$ cat src/rtl/adc_scan_pkg.sv
package adc_scan_pkg;
  typedef enum logic [1:0] {
    MODE_ONE_SINGLE = 2'b00,
    MODE_ONE_RANGE  = 2'b01,
    MODE_RPT_SINGLE = 2'b10,
    MODE_RPT_RANGE  = 2'b11
  } scanMode_t;

  typedef struct packed {
    logic cfgWr;   // capture configuration fields
    logic chLoad;  // load channel pointer with first channel
    logic chStep;  // advance channel pointer
    logic resWr;   // store converter sample
  } dpCtl_t;
endpackage

$ cat src/rtl/adc_scan_dp.sv
module adc_scan_dp
  import adc_scan_pkg::*;
#(
  parameter int NUM_CH = 16,
  parameter int RES_W  = 10,
  parameter int CH_W   = $clog2(NUM_CH)
) (
  input  logic             clk,
  input  logic             rstN,
  input  dpCtl_t           strb,
  input  logic [3:0]       wrLast,
  input  logic [3:0]       wrFirst,
  input  logic             wrTrig,
  input  logic [1:0]       wrClk,
  input  logic [1:0]       wrMode,
  input  logic [RES_W-1:0] convResult,
  input  logic [CH_W-1:0]  rdChannel,
  output logic [CH_W-1:0]  cfgLast,
  output logic [CH_W-1:0]  cfgFirst,
  output logic             trigEn,
  output logic [1:0]       clkSel,
  output scanMode_t        mode,
  output logic [CH_W-1:0]  curCh,
  output logic             lastHit,
  output logic [RES_W-1:0] rdResult
);
  logic [CH_W-1:0]  endCh;
  logic [RES_W-1:0] resReg [NUM_CH];

  always_ff @(posedge clk) begin
    if (!rstN) begin
      cfgLast  <= '0;
      cfgFirst <= '0;
      trigEn   <= 1'b0;
      clkSel   <= 2'b00;
      mode     <= MODE_ONE_SINGLE;
    end else if (strb.cfgWr) begin
      cfgLast  <= CH_W'(wrLast);
      cfgFirst <= CH_W'(wrFirst);
      trigEn   <= wrTrig;
      clkSel   <= wrClk;
      mode     <= scanMode_t'(wrMode);
    end
  end

  // A start in the same cycle as a config write must see the new first channel
  always_ff @(posedge clk) begin
    if (!rstN)
      curCh <= '0;
    else if (strb.chLoad)
      curCh <= strb.cfgWr ? CH_W'(wrFirst) : cfgFirst;
    else if (strb.chStep)
      curCh <= curCh + 1'b1;
  end

  // Range modes stop at last unless the range is reversed; single modes stop at first
  always_comb begin
    if (mode[0] && (cfgLast > cfgFirst))
      endCh = cfgLast;
    else
      endCh = cfgFirst;
  end

  assign lastHit = (curCh == endCh);

  for (genvar g = 0; g < NUM_CH; g++) begin : gRes
    always_ff @(posedge clk) begin
      if (!rstN)
        resReg[g] <= '0;
      else if (strb.resWr && (curCh == CH_W'(g)))
        resReg[g] <= convResult;
    end
  end

  assign rdResult = resReg[rdChannel];
endmodule

$ cat src/rtl/adc_scan_ctl.sv
module adc_scan_ctl
  import adc_scan_pkg::*;
(
  input  logic   clk,
  input  logic   rstN,
  input  logic   ctrlWrEn,
  input  logic   wrStartBit,
  input  logic   wrTrigBit,
  input  logic   timerUnderflow,
  input  logic   trigEn,
  input  logic   repeatMode,
  input  logic   lastHit,
  input  logic   convDone,
  output dpCtl_t strb,
  output logic   busy,
  output logic   convStart,
  output logic   scanDoneIrq
);
  typedef enum logic [1:0] {ST_IDLE, ST_ISSUE, ST_WAIT} ctlState_t;

  ctlState_t state, stateNext;
  logic      stopReq;
  logic      idle, startNow, done, wrap, endScan;

  assign idle     = (state == ST_IDLE);
  assign startNow = idle && (ctrlWrEn ? (wrStartBit || (timerUnderflow && wrTrigBit))
                                      : (timerUnderflow && trigEn));
  assign done     = (state == ST_WAIT) && convDone;
  assign wrap     = done && lastHit && repeatMode && !stopReq;
  assign endScan  = done && lastHit && !wrap;

  always_comb begin
    strb.cfgWr  = ctrlWrEn && idle;
    strb.chLoad = startNow || wrap;
    strb.chStep = done && !lastHit;
    strb.resWr  = done;
  end

  always_comb begin
    stateNext = state;
    unique case (state)
      ST_IDLE:  if (startNow) stateNext = ST_ISSUE;
      ST_ISSUE: stateNext = ST_WAIT;
      ST_WAIT:  if (done) stateNext = endScan ? ST_IDLE : ST_ISSUE;
      default:  stateNext = ST_IDLE;
    endcase
  end

  always_ff @(posedge clk) begin
    if (!rstN) begin
      state       <= ST_IDLE;
      stopReq     <= 1'b0;
      scanDoneIrq <= 1'b0;
    end else begin
      state       <= stateNext;
      scanDoneIrq <= endScan;
      if (endScan)
        stopReq <= 1'b0;
      else if (ctrlWrEn && !idle && !wrStartBit)
        stopReq <= 1'b1;
    end
  end

  assign busy      = !idle;
  assign convStart = (state == ST_ISSUE);
endmodule

$ cat src/rtl/adc_scan_seq.sv
module adc_scan_seq
  import adc_scan_pkg::*;
#(
  parameter int NUM_CH = 16,
  parameter int RES_W  = 10,
  localparam int CH_W  = $clog2(NUM_CH)
) (
  input  logic             clk,
  input  logic             rstN,
  input  logic             ctrlWrEn,
  input  logic [15:0]      ctrlWrData,
  output logic [15:0]      ctrlRdData,
  input  logic             timerUnderflow,
  output logic [1:0]       clkSel,
  output logic             convStart,
  output logic [CH_W-1:0]  convChannel,
  input  logic             convDone,
  input  logic [RES_W-1:0] convResult,
  input  logic [CH_W-1:0]  rdChannel,
  output logic [RES_W-1:0] rdResult,
  output logic             scanDoneIrq
);
  dpCtl_t          strb;
  logic [CH_W-1:0] cfgLast, cfgFirst, curCh;
  logic            trigEn, lastHit, busy;
  scanMode_t       mode;
  logic            unusedBits;

  assign unusedBits = ^ctrlWrData[3:2];

  adc_scan_ctl uCtl (
    .clk            (clk),
    .rstN           (rstN),
    .ctrlWrEn       (ctrlWrEn),
    .wrStartBit     (ctrlWrData[7]),
    .wrTrigBit      (ctrlWrData[6]),
    .timerUnderflow (timerUnderflow),
    .trigEn         (trigEn),
    .repeatMode     (mode[1]),
    .lastHit        (lastHit),
    .convDone       (convDone),
    .strb           (strb),
    .busy           (busy),
    .convStart      (convStart),
    .scanDoneIrq    (scanDoneIrq)
  );

  adc_scan_dp #(.NUM_CH(NUM_CH), .RES_W(RES_W), .CH_W(CH_W)) uDp (
    .clk        (clk),
    .rstN       (rstN),
    .strb       (strb),
    .wrLast     (ctrlWrData[15:12]),
    .wrFirst    (ctrlWrData[11:8]),
    .wrTrig     (ctrlWrData[6]),
    .wrClk      (ctrlWrData[5:4]),
    .wrMode     (ctrlWrData[1:0]),
    .convResult (convResult),
    .rdChannel  (rdChannel),
    .cfgLast    (cfgLast),
    .cfgFirst   (cfgFirst),
    .trigEn     (trigEn),
    .clkSel     (clkSel),
    .mode       (mode),
    .curCh      (curCh),
    .lastHit    (lastHit),
    .rdResult   (rdResult)
  );

  assign convChannel = curCh;
  assign ctrlRdData  = {4'(cfgLast), 4'(cfgFirst), busy, trigEn, clkSel, 2'b00, mode};
endmodule

$ cat config.mk
export PLATFORM = sky130hd
export DESIGN_NAME = adc_scan_seq
export DESIGN_NICKNAME = d
export VERILOG_FILES = /design/src/rtl/adc_scan_pkg.sv /design/src/rtl/adc_scan_dp.sv /design/src/rtl/adc_scan_ctl.sv /design/src/rtl/adc_scan_seq.sv
export SDC_FILE = /design/constraint.sdc
export NUM_CORES = 1
export LEC_CHECK = 0
export ABC_AREA = 1
export BUFFER_PORTS_ARGS = -buffer_cell sky130_fd_sc_hd__buf_2
export CAP_MARGIN = 0
export CORE_MARGIN = 4
export CORE_UTILIZATION = 35
export DETAILED_ROUTE_END_ITERATION = 7
export PLACE_DENSITY = 0.56
export SYNTH_ARGS = -nofsm -noshare
export SYNTH_HDL_FRONTEND = slang
export SYNTH_SLANG_ARGS = --single-unit
export TNS_END_PERCENT = 20
$ cat constraint.sdc
create_clock -name clk -period 2.8 [get_ports clk]
set_clock_uncertainty 0.1 [all_clocks]
set_input_delay 0.56 -clock clk [delete_from_list [all_inputs] [get_ports clk]]
set_output_delay 0.56 -clock clk [all_outputs]
set_load 0.02 [all_outputs]
==> metrics.txt, run 1 <==
first-pass GRT wire length 33,800 um; WP buf/inv 3; Slew HR 0.486; Final Critical Period 2.59 ns; worst reg2reg path startpoint uDp.cfgFirst[2]; Simple-Gate Fraction of Synth Area 0.151; XOR/XNOR share of the synthesized area 0; Seq/Total Area, Yosys 0.610; Comb power frac 0.123; # nets final 948; critical setup path kind in2out; synthesis-to-finish area growth 16.4%; status completed; global placer's final weighted congestion 0.806; Yosys cell types 30; Final Non-Filler Cells 1,236; clock sinks 181; Sw Share 0.269; die area 27,000 sq um; GRT overflow 0; largest net degree at the start of global routing 41; Peak Freq 386 MHz; CTS root buffer clkbuf_16; CP max stage delay 0.29 ns; power density of the placed cells 636 nW/um^2; most frequent cells in the layout nor2_1, edfxtp_1, inv_1; max-cap violation count 0; port buffer count 64; DRT iter0 DRCs 410; Compound-Gate Fraction of Synth Area 0.113; DP Cell Count 1,205; Final Max Tran Viols 0; Post-Syn Instances 840; Hold WS 0.254 ns; setup bufs post-CTS 0; Hold Crit Depth 3; synthesized area per cell 10.2 sq um; clk buf depth 2; GRT Overall Usage 0.166; total CTS buffers 17; post-synthesis mux area share 0.0468; Hold Buf Count CTS 0; vias in the first global route 6,130; FF-to-FF End uDp.curCh[3]; crit-path max FO 28; drt pass-1 iters 5; crit path DAT 1.93 ns; VDD IR-drop max 402 uV; sequential share of power 0.486; Least-Margin Pin Slew 0.770 ns; antenna-violating nets left 0; largest family of logic cells by synthesized area simple AND/OR/NAND/NOR gates; final hold vios 0; Fin Setup TNS 0 ns; DRC viols 0; CP Launch Type input port; Ys Warns 0; initial antenna violation count 0; final WL 21,900 um; clock transition at the registers of the reported paths 0.07 ns; drt via density 5.05; Pint 4.64 mW; fin crit share 0.925; die span in x 164 um; # setup viols final 0; #FFs+latches synth 181; reg-to-reg slack, setup 0.56 ns; CP Data Required Time 2.14 ns; DP Worst Slack 0.215 ns; Worst-Skew Late Latency 0.43 ns; Leak 4.12 nW; Clock power frac 0.391; RSZ-0062 raised after global routing false; post_cts resized 0; Largest delay share family, worst path buffers and inverters; core area 23,800 sq um; CP max stage cell buf_4; Synth Area in Adders 0.0117; Worst Reg-to-Reg Cells 16; layout cells sized above 1 0.164; row count 56; Worst setup EP type output port; final setup margin 0.211 ns; Die Ht 164 um; CP Depth 7; HP Class in2reg; Initial Util 0.361; H-tree depth 4; DR vias 6,242; io pins 69; CTS tree done; hold path start ctrlWrData[15]; Detailed Place HPWL 14,300 um; Min-Delay Endpoint uDp.cfgLast[3]; most common cell after layout, fill and taps aside nor2_1; worst path cell trace buf_4 -> buf_12 -> mux2i_1 -> o21ai_0 -> o211ai_1 -> nand2_1 -> buf_2; n_diodes 0; DR WL/cell 17.7 um; Mapped Area 8560 sq um; switching pwr 1.71 mW
==> kinds of logic after synthesis <==
| family | count (synthesis) |
|---|---|
| simple gates | 299 |
| flops | 181 |
| compound gates | 170 |
| buf+inv | 141 |
| mux | 40 |
| fa+ha+maj | 8 |
| other cells | 1 |
==> synthesized netlist by cell type <==
cell type / number / area, sq um
nand3_2: 6 / 60.1
nor2_2: 3 / 18.8
nand2_4: 3 / 33.8
mux2i_1: 40 / 400
buf_6: 1 / 11.3
a211oi_1: 3 / 22.5
buf_4: 8 / 60.1
buf_1: 1 / 3.75
o21bai_1: 1 / 7.51
nand3_1: 44 / 220
nor2_1: 184 / 691
edfxtp_1: 160 / 4800
clkbuf_1: 35 / 131
nor2_4: 3 / 33.8
clkinv_1: 4 / 15.0
o21ai_1: 2 / 10.0
nand4_1: 2 / 12.5
inv_1: 84 / 315
ha_1: 8 / 100
nand3b_1: 1 / 7.51
nand2_1: 45 / 169
o21a_1: 1 / 7.51
conb_1: 1 / 3.75
a21oi_1: 49 / 245
buf_2: 8 / 40.0
nor3_1: 2 / 10.0
o211ai_1: 40 / 300
o21ai_0: 74 / 370
dfxtp_1: 21 / 420
nand2_2: 6 / 37.5
==> area by class of cell <==
| class | instances | area (sq um) |
|---|---|---|
| clock buffers | 17 | 425 |
| well taps | 319 | 399 |
| fillers | 2298 | 13800 |
| flip-flops and latches | 181 | 5230 |
| multi-input cells | 519 | 2770 |
| repair buffers | 98 | 641 |
| clock inverters | 14 | 183 |
| inverters | 88 | 330 |
==> how the worst max path moves through the flow <==
stage          slack, ns          from          endpoint
2_1_floorplan       0.45  uDp.curCh[2]  uDp.resReg[4][0]
3_3_place_gp        0.22  rdChannel[0]       rdResult[9]
3_5_place_dp        0.22  rdChannel[0]       rdResult[8]
4_1_cts             0.21  rdChannel[0]       rdResult[8]
5_1_grt             0.07  rdChannel[0]       rdResult[8]
6_report            0.21  rdChannel[0]       rdResult[9]
==> through the flow <==
step | total power, mW | instance area (sq um) | util
floorplan | 3.67 | 8570 | -
global placement | 3.92 | 9360 | 0.394
detailed placement | 3.93 | 9360 | 0.394
CTS | 6.38 | 9970 | 0.420
global route | 6.59 | 9970 | 0.420
finish | 6.34 | 9970 | 0.420
==> flip-flops by register name, indices dropped and copies added, names as in the netlist <==
register,cells
uDp.resReg,160
uDp.mode,2
uCtl.state,2
uCtl.stopReq,1
uDp.trigEn,1
uDp.curCh,4
uCtl.scanDoneIrq,1
uDp.cfgLast,4
uDp.cfgFirst,4
uDp.clkSel,2
==> per-layer routing <==
metal	GRT usage	vias up	wire [um]
met5	0	-	0
met2	0.275	202	10800
met1	0.218	2987	9450
li1	-	3017	-
met4	0.0590	0	488
met3	0.0347	36	1190
==> worst reg2reg max path: cells and delay by family, from the launching register on <==
family / cells / cell delay [ns]
AO/OA/AOI/OAI: 1 / 0.09
flip-flops: 1 / 0.37
buffers and inverters: 3 / 0.19
AND/OR/NAND/NOR: 11 / 1.06
adder cells (fa/ha/maj): 1 / 0.31
==> power by group through the flow <==
stage          combinational (mW)  sequential [mW]  clock, mW
3_3_place_gp                0.779             3.14          0
6_report                    0.780             3.09       2.48
5_1_grt                     0.863             3.10       2.63
4_1_cts                     0.787             3.09       2.51
3_5_place_dp                0.785             3.15          0
2_1_floorplan               0.510             3.16          0
No activity file was read; power rests on OpenSTA's default activity.
==> run 2, diff against run 1 <==
--- a/config.mk
+++ b/config.mk
@@ -7,11 +7,13 @@
 export LEC_CHECK = 0
 export ABC_AREA = 1
 export BUFFER_PORTS_ARGS = -buffer_cell sky130_fd_sc_hd__buf_2
-export CAP_MARGIN = 0
+export CAP_MARGIN = 10
+export CELL_PAD_IN_SITES_DETAIL_PLACEMENT = 2
+export CELL_PAD_IN_SITES_GLOBAL_PLACEMENT = 2
 export CORE_MARGIN = 4
 export CORE_UTILIZATION = 35
 export DETAILED_ROUTE_END_ITERATION = 7
-export PLACE_DENSITY = 0.56
+export PLACE_DENSITY = 0.78
 export SYNTH_ARGS = -nofsm -noshare
 export SYNTH_HDL_FRONTEND = slang
 export SYNTH_SLANG_ARGS = --single-unit
==> metrics.txt, run 2 (synthesized netlist as in run 1, its figures left out) <==
status completed; fillers 2,537 (+10%); clk buf depth 2 (unchanged); setup bufs post-CTS 0 (unchanged); H-tree depth 4 (unchanged); Least-Margin Pin Slew 0.811 ns (+0.0410 ns); die span in x 164 um (unchanged); DP Cell Count 1,204 (-0.083%); Initial Util 0.361 (unchanged); Slew HR 0.459 (-0.0274); DR WL/cell 22.0 um (+24%); dpl cell area 9350 sq um (about the same); RSZ-0062 raised after global routing false; Detailed Place HPWL 18,700 um (+31%); Worst-Skew Late Latency 0.44 ns (about the same); max-cap violation count 0 (unchanged); reg-to-reg slack, setup 0.44 ns (-0.12 ns); antenna-violating nets left 0 (unchanged); GRT overflow 0 (unchanged); n_diodes 0 (unchanged); CTS root buffer clkbuf_16; post-route total power 6.30 mW (-0.67%); first-pass GRT wire length 41,200 um (+22%); Fin Setup TNS 0 ns (unchanged); most frequent cells in the layout nor2_1, edfxtp_1, inv_1; die area 27,000 sq um (unchanged); Die Ht 164 um (unchanged); row count 56 (unchanged); final WL 27,200 um (+24%); clock transition at the registers of the reported paths 0.07 ns (about the same); global placer's final weighted congestion 0.806 (about the same); # setup viols final 0 (unchanged); max reg flops 160 (unchanged); Final Critical Period 2.70 ns (+0.107 ns); DRT iter0 DRCs 358 (-13%); FF/Latch Area 5230 sq um (unchanged); power density of the placed cells 634 nW/um^2 (-0.44%); crit path DAT 2.04 ns (+0.11 ns); crit-path max FO 39 (+39%); GRT Overall Usage 0.206 (+0.0401); synthesis-to-finish area growth 16.1%; sequential share of power 0.491 (+0.005); Peak Freq 371 MHz (-4.0%); HP Class in2reg; CTS tree done; clock sinks 181 (unchanged); DR vias 6,472 (+3.7%); drt via density 5.24 (+3.7%); initial antenna violation count 0 (unchanged); Hold Buf Count CTS 0 (unchanged); fin crit share 0.963 (+0.0381); area occupied by multi-input gates 2770 sq um (+0.14%); switching pwr 1.83 mW (+7.0%); # nets final 947 (-0.11%); critical setup path kind in2out; CP Data Required Time 2.14 ns (about the same); Top reg by flops uDp.resReg; DRC viols 0 (unchanged); final hold vios 0 (unchanged); Pint 4.48 mW (-3.5%); drt pass-1 iters 4 (-1); port buffer count 64 (unchanged); Clock power frac 0.379 (-0.012); CP Launch Type input port; Final Non-Filler Cells 1,236 (unchanged); post_cts resized 0 (unchanged); vias in the first global route 7,145 (+17%); Leak 4.09 nW (-0.66%); layout cells sized above 1 0.165 (+0.00109); VDD IR-drop max 430 uV (+6.8%); Final Max Tran Viols 0 (unchanged); io pins 69 (unchanged); most common cell after layout, fill and taps aside nor2_1; Sw Share 0.290 (+0.0208); largest net degree at the start of global routing 41 (unchanged); Worst setup EP type output port; core area 23,800 sq um (unchanged); Comb power frac 0.131 (+0.008); finished layout cell area 9940 sq um (-0.24%); total CTS buffers 17 (unchanged)
## run 2: changes by cell type in the layout (fill, tap and decap cells not counted)
cell	before	now
bufinv_16	2	0
clkinv_2	1	0
mux2i_1	40	39
clkinv_8	1	3
buf_4	30	29
clkinv_4	1	2
clkinvlp_4	1	3
mux2i_2	0	1
inv_8	6	5
## run 2: cell type report
| cell class | count | area share |
|---|---|---|
| clock inverter | 15 | 0.0164 |
| sequential | 181 | 0.525 |
| multi-input combinational | 519 | 0.278 |
| timing repair buffer | 97 | 0.0637 |
| tap | 319 | 0.0401 |
| inverter | 88 | 0.0332 |
| clock buffer | 17 | 0.0428 |
## run 2: power by group through the flow
stage               combinational, mW  sequential (mW)  clock [mW]
finish                          0.823             3.09        2.39
global route                    0.904             3.11        2.53
CTS                             0.837             3.09        2.42
detailed placement              0.826             3.15           0
global placement                0.788             3.14           0
floorplan                       0.510             3.16           0
## run 2: stage by stage
step | setup slack [ns] | utilization | hold slack (ns)
final | 0.104 | 0.419 | 0.251
after global routing | 0.0412 | 0.419 | 0.247
after CTS | 0.0838 | 0.419 | 0.234
after detailed placement | 0.174 | 0.394 | 0.375
after global placement | 0.242 | 0.394 | 0.372
after floorplan | 0.448 | - | 0.344
## run 2: critical path: stages
cell	delay (ns)
buf_4	0.19
buf_12	0.24
mux2i_2	0.31
o21ai_0	0.13
o211ai_1	0.26
nand2_1	0.14
buf_2	0.18
## run 2: metal layers
layer	global-route usage	vias to the layer above	wire (um)
li1	-	3013	-
met1	0.233	3277	10500
met2	0.395	141	14800
met3	0.0327	41	1200
met4	0.0688	0	647
met5	0	-	0
## run 2: path summary, 6_finish.rpt
kind | start | to | depth (start not counted)
max | rdChannel[0] | rdResult[9] | 7
min | ctrlWrData[5] | uDp.clkSel[1] | 3
max reg2reg | uDp.cfgFirst[3] | uDp.curCh[3] | 16
min reg2reg | uDp.mode[1] | uDp.mode[1] | 2
==> run 3, diff against run 2 <==
==> constraint.sdc (replaced) <==
create_clock -name clk -period 2.8 [get_ports clk]
set_clock_uncertainty 0.1 [all_clocks]
set_input_delay 0.56 -clock clk [delete_from_list [all_inputs] [get_ports clk]]
set_output_delay 0.56 -clock clk [all_outputs]
set_load 0.005 [all_outputs]
==> metrics.txt, run 3 (synthesized netlist as in run 1, its figures left out) <==
status completed; antenna-violating nets left 0 (unchanged); Worst-Skew Late Latency 0.44 ns (about the same); fin crit share 0.955 (-0.00800); finished layout cell area 9920 sq um (-0.24%); hold path start ctrlWrData[4]; power density of the placed cells 633 nW/um^2 (-0.16%); DRT iter0 DRCs 437 (+22%); dpl cell area 9340 sq um (-0.16%); io pins 69 (unchanged); # nets final 945 (-0.21%); critical setup path kind in2out; most frequent cells in the layout nor2_1, edfxtp_1, inv_1; # setup viols final 0 (unchanged); drt pass-1 iters 5 (+1); max reg flops 160 (unchanged); largest net degree at the start of global routing 41 (unchanged); Final Critical Period 2.67 ns (-0.0224 ns); most used cell along the critical path buf_4; RSZ-0062 raised after global routing false; max-cap violation count 0 (unchanged); CP max stage delay 0.38 ns (+0.07 ns); post_cts resized 0 (unchanged); FF-to-FF End uDp.curCh[3]; Detailed Place HPWL 18,200 um (-2.7%); reg-to-reg slack, setup 0.42 ns (-0.02 ns); clock transition at the registers of the reported paths 0.08 ns (about the same); VDD IR-drop max 353 uV (-18%); CTS tree done; clk buf depth 2 (unchanged); DP Cell Count 1,202 (-0.17%); Worst setup EP type output port; Least-Margin Pin Slew 0.870 ns (+0.0593 ns); most common cell after layout, fill and taps aside nor2_1; Leak 4.09 nW (about the same); initial antenna violation count 0 (unchanged); core area 23,800 sq um (unchanged); worst path cell trace buf_4 -> buf_4 -> mux2i_1 -> o211ai_1 -> nand3_1 -> nand2_1 -> buf_2; crit-path max FO 17 (-56%); row count 56 (unchanged); Top reg by flops uDp.resReg; worst reg2reg path startpoint uDp.cfgFirst[2]; CP Launch Type input port; final WL 26,700 um (-1.8%); total CTS buffers 17 (unchanged); Largest delay share family, worst path buffers and inverters; CP max stage cell o211ai_1; final hold vios 0 (unchanged); H-tree depth 4 (unchanged); Hold Crit Depth 3 (unchanged); n_diodes 0 (unchanged); WP buf/inv 3 (unchanged); Fin Setup TNS 0 ns (unchanged); Min-Delay Endpoint uDp.clkSel[0]; CP Data Required Time 2.14 ns (about the same); first-pass GRT wire length 41,400 um (+0.39%); setup bufs post-CTS 0 (unchanged); Worst Reg-to-Reg Cells 16 (unchanged); GRT overflow 0 (unchanged); drt via density 5.28 (+0.80%); Die Ht 164 um (unchanged); DR WL/cell 21.6 um (-1.6%); die span in x 164 um (unchanged); global placer's final weighted congestion 0.804 (-0.24%); Slew HR 0.419 (-0.0396); Final Max Tran Viols 0 (unchanged); clock sinks 181 (unchanged); CTS root buffer clkbuf_16; DP Worst Slack 0.134 ns (-0.0401 ns); HP Class in2reg; Hold Buf Count CTS 0 (unchanged); crit path DAT 2.01 ns (-0.03 ns); DRC viols 0 (unchanged); synthesis-to-finish area growth 15.9%; Hold WS 0.255 ns (+0.00451 ns); layout cells sized above 1 0.162 (-0.00292); vias in the first global route 7,075 (-0.98%); Final Non-Filler Cells 1,234 (-0.16%); port buffer count 64 (unchanged); GRT Overall Usage 0.205 (-0.00183); final setup margin 0.126 ns (+0.0224 ns); Initial Util 0.361 (unchanged); die area 27,000 sq um (unchanged); Peak Freq 374 MHz (+0.84%); DR vias 6,513 (+0.63%)
run 3: how the worst max path moves through the flow:
stage                      start                to  depth (start not counted)
floorplan           uDp.curCh[2]  uDp.resReg[4][0]                          5
global placement    rdChannel[0]       rdResult[1]                          8
detailed placement  rdChannel[0]       rdResult[8]                          8
CTS                 rdChannel[0]       rdResult[8]                          8
global route        rdChannel[0]       rdResult[8]                          8
finish              rdChannel[0]       rdResult[4]                          7
run 3: worst reg2reg max path, delay by kind of cell (launching register included):
kind	cells	cell delay (ns)
adders and majority gates	1	0.32
buffers and inverters	2	0.14
and+or+nand+nor	13	1.33
DFF	1	0.38
run 3: metrics by stage:
stage,util,total power [mW]
finish,0.418,6.28
global route,0.418,6.54
CTS,0.418,6.35
detailed placement,0.393,3.92
global placement,0.393,3.88
floorplan,-,3.61
run 3: final cells by class:
cell class                 instances  area [sq um]
clock buffer                      17           425
clock inverter                    15           158
fill                            2555         13800
inverter                          88           330
multi-input combinational        519          2770
sequential                       181          5230
tap                              319           399
timing repair buffer              95           618
run 3: power breakdown:
group          leakage, nW  switching [mW]  internal, mW
logic                 1.99           0.523         0.240
clock network        0.280            1.15          1.27
registers             1.82          0.0545          3.04
run 3: metal layers:
metal  GRT usage  wire, um  vias to the layer above
met4      0.0654       612                        0
met1       0.251     11400                     3343
met5           0         0                        -
met3      0.0367       812                       37
li1            -         -                     3008
met2       0.366     13900                      125
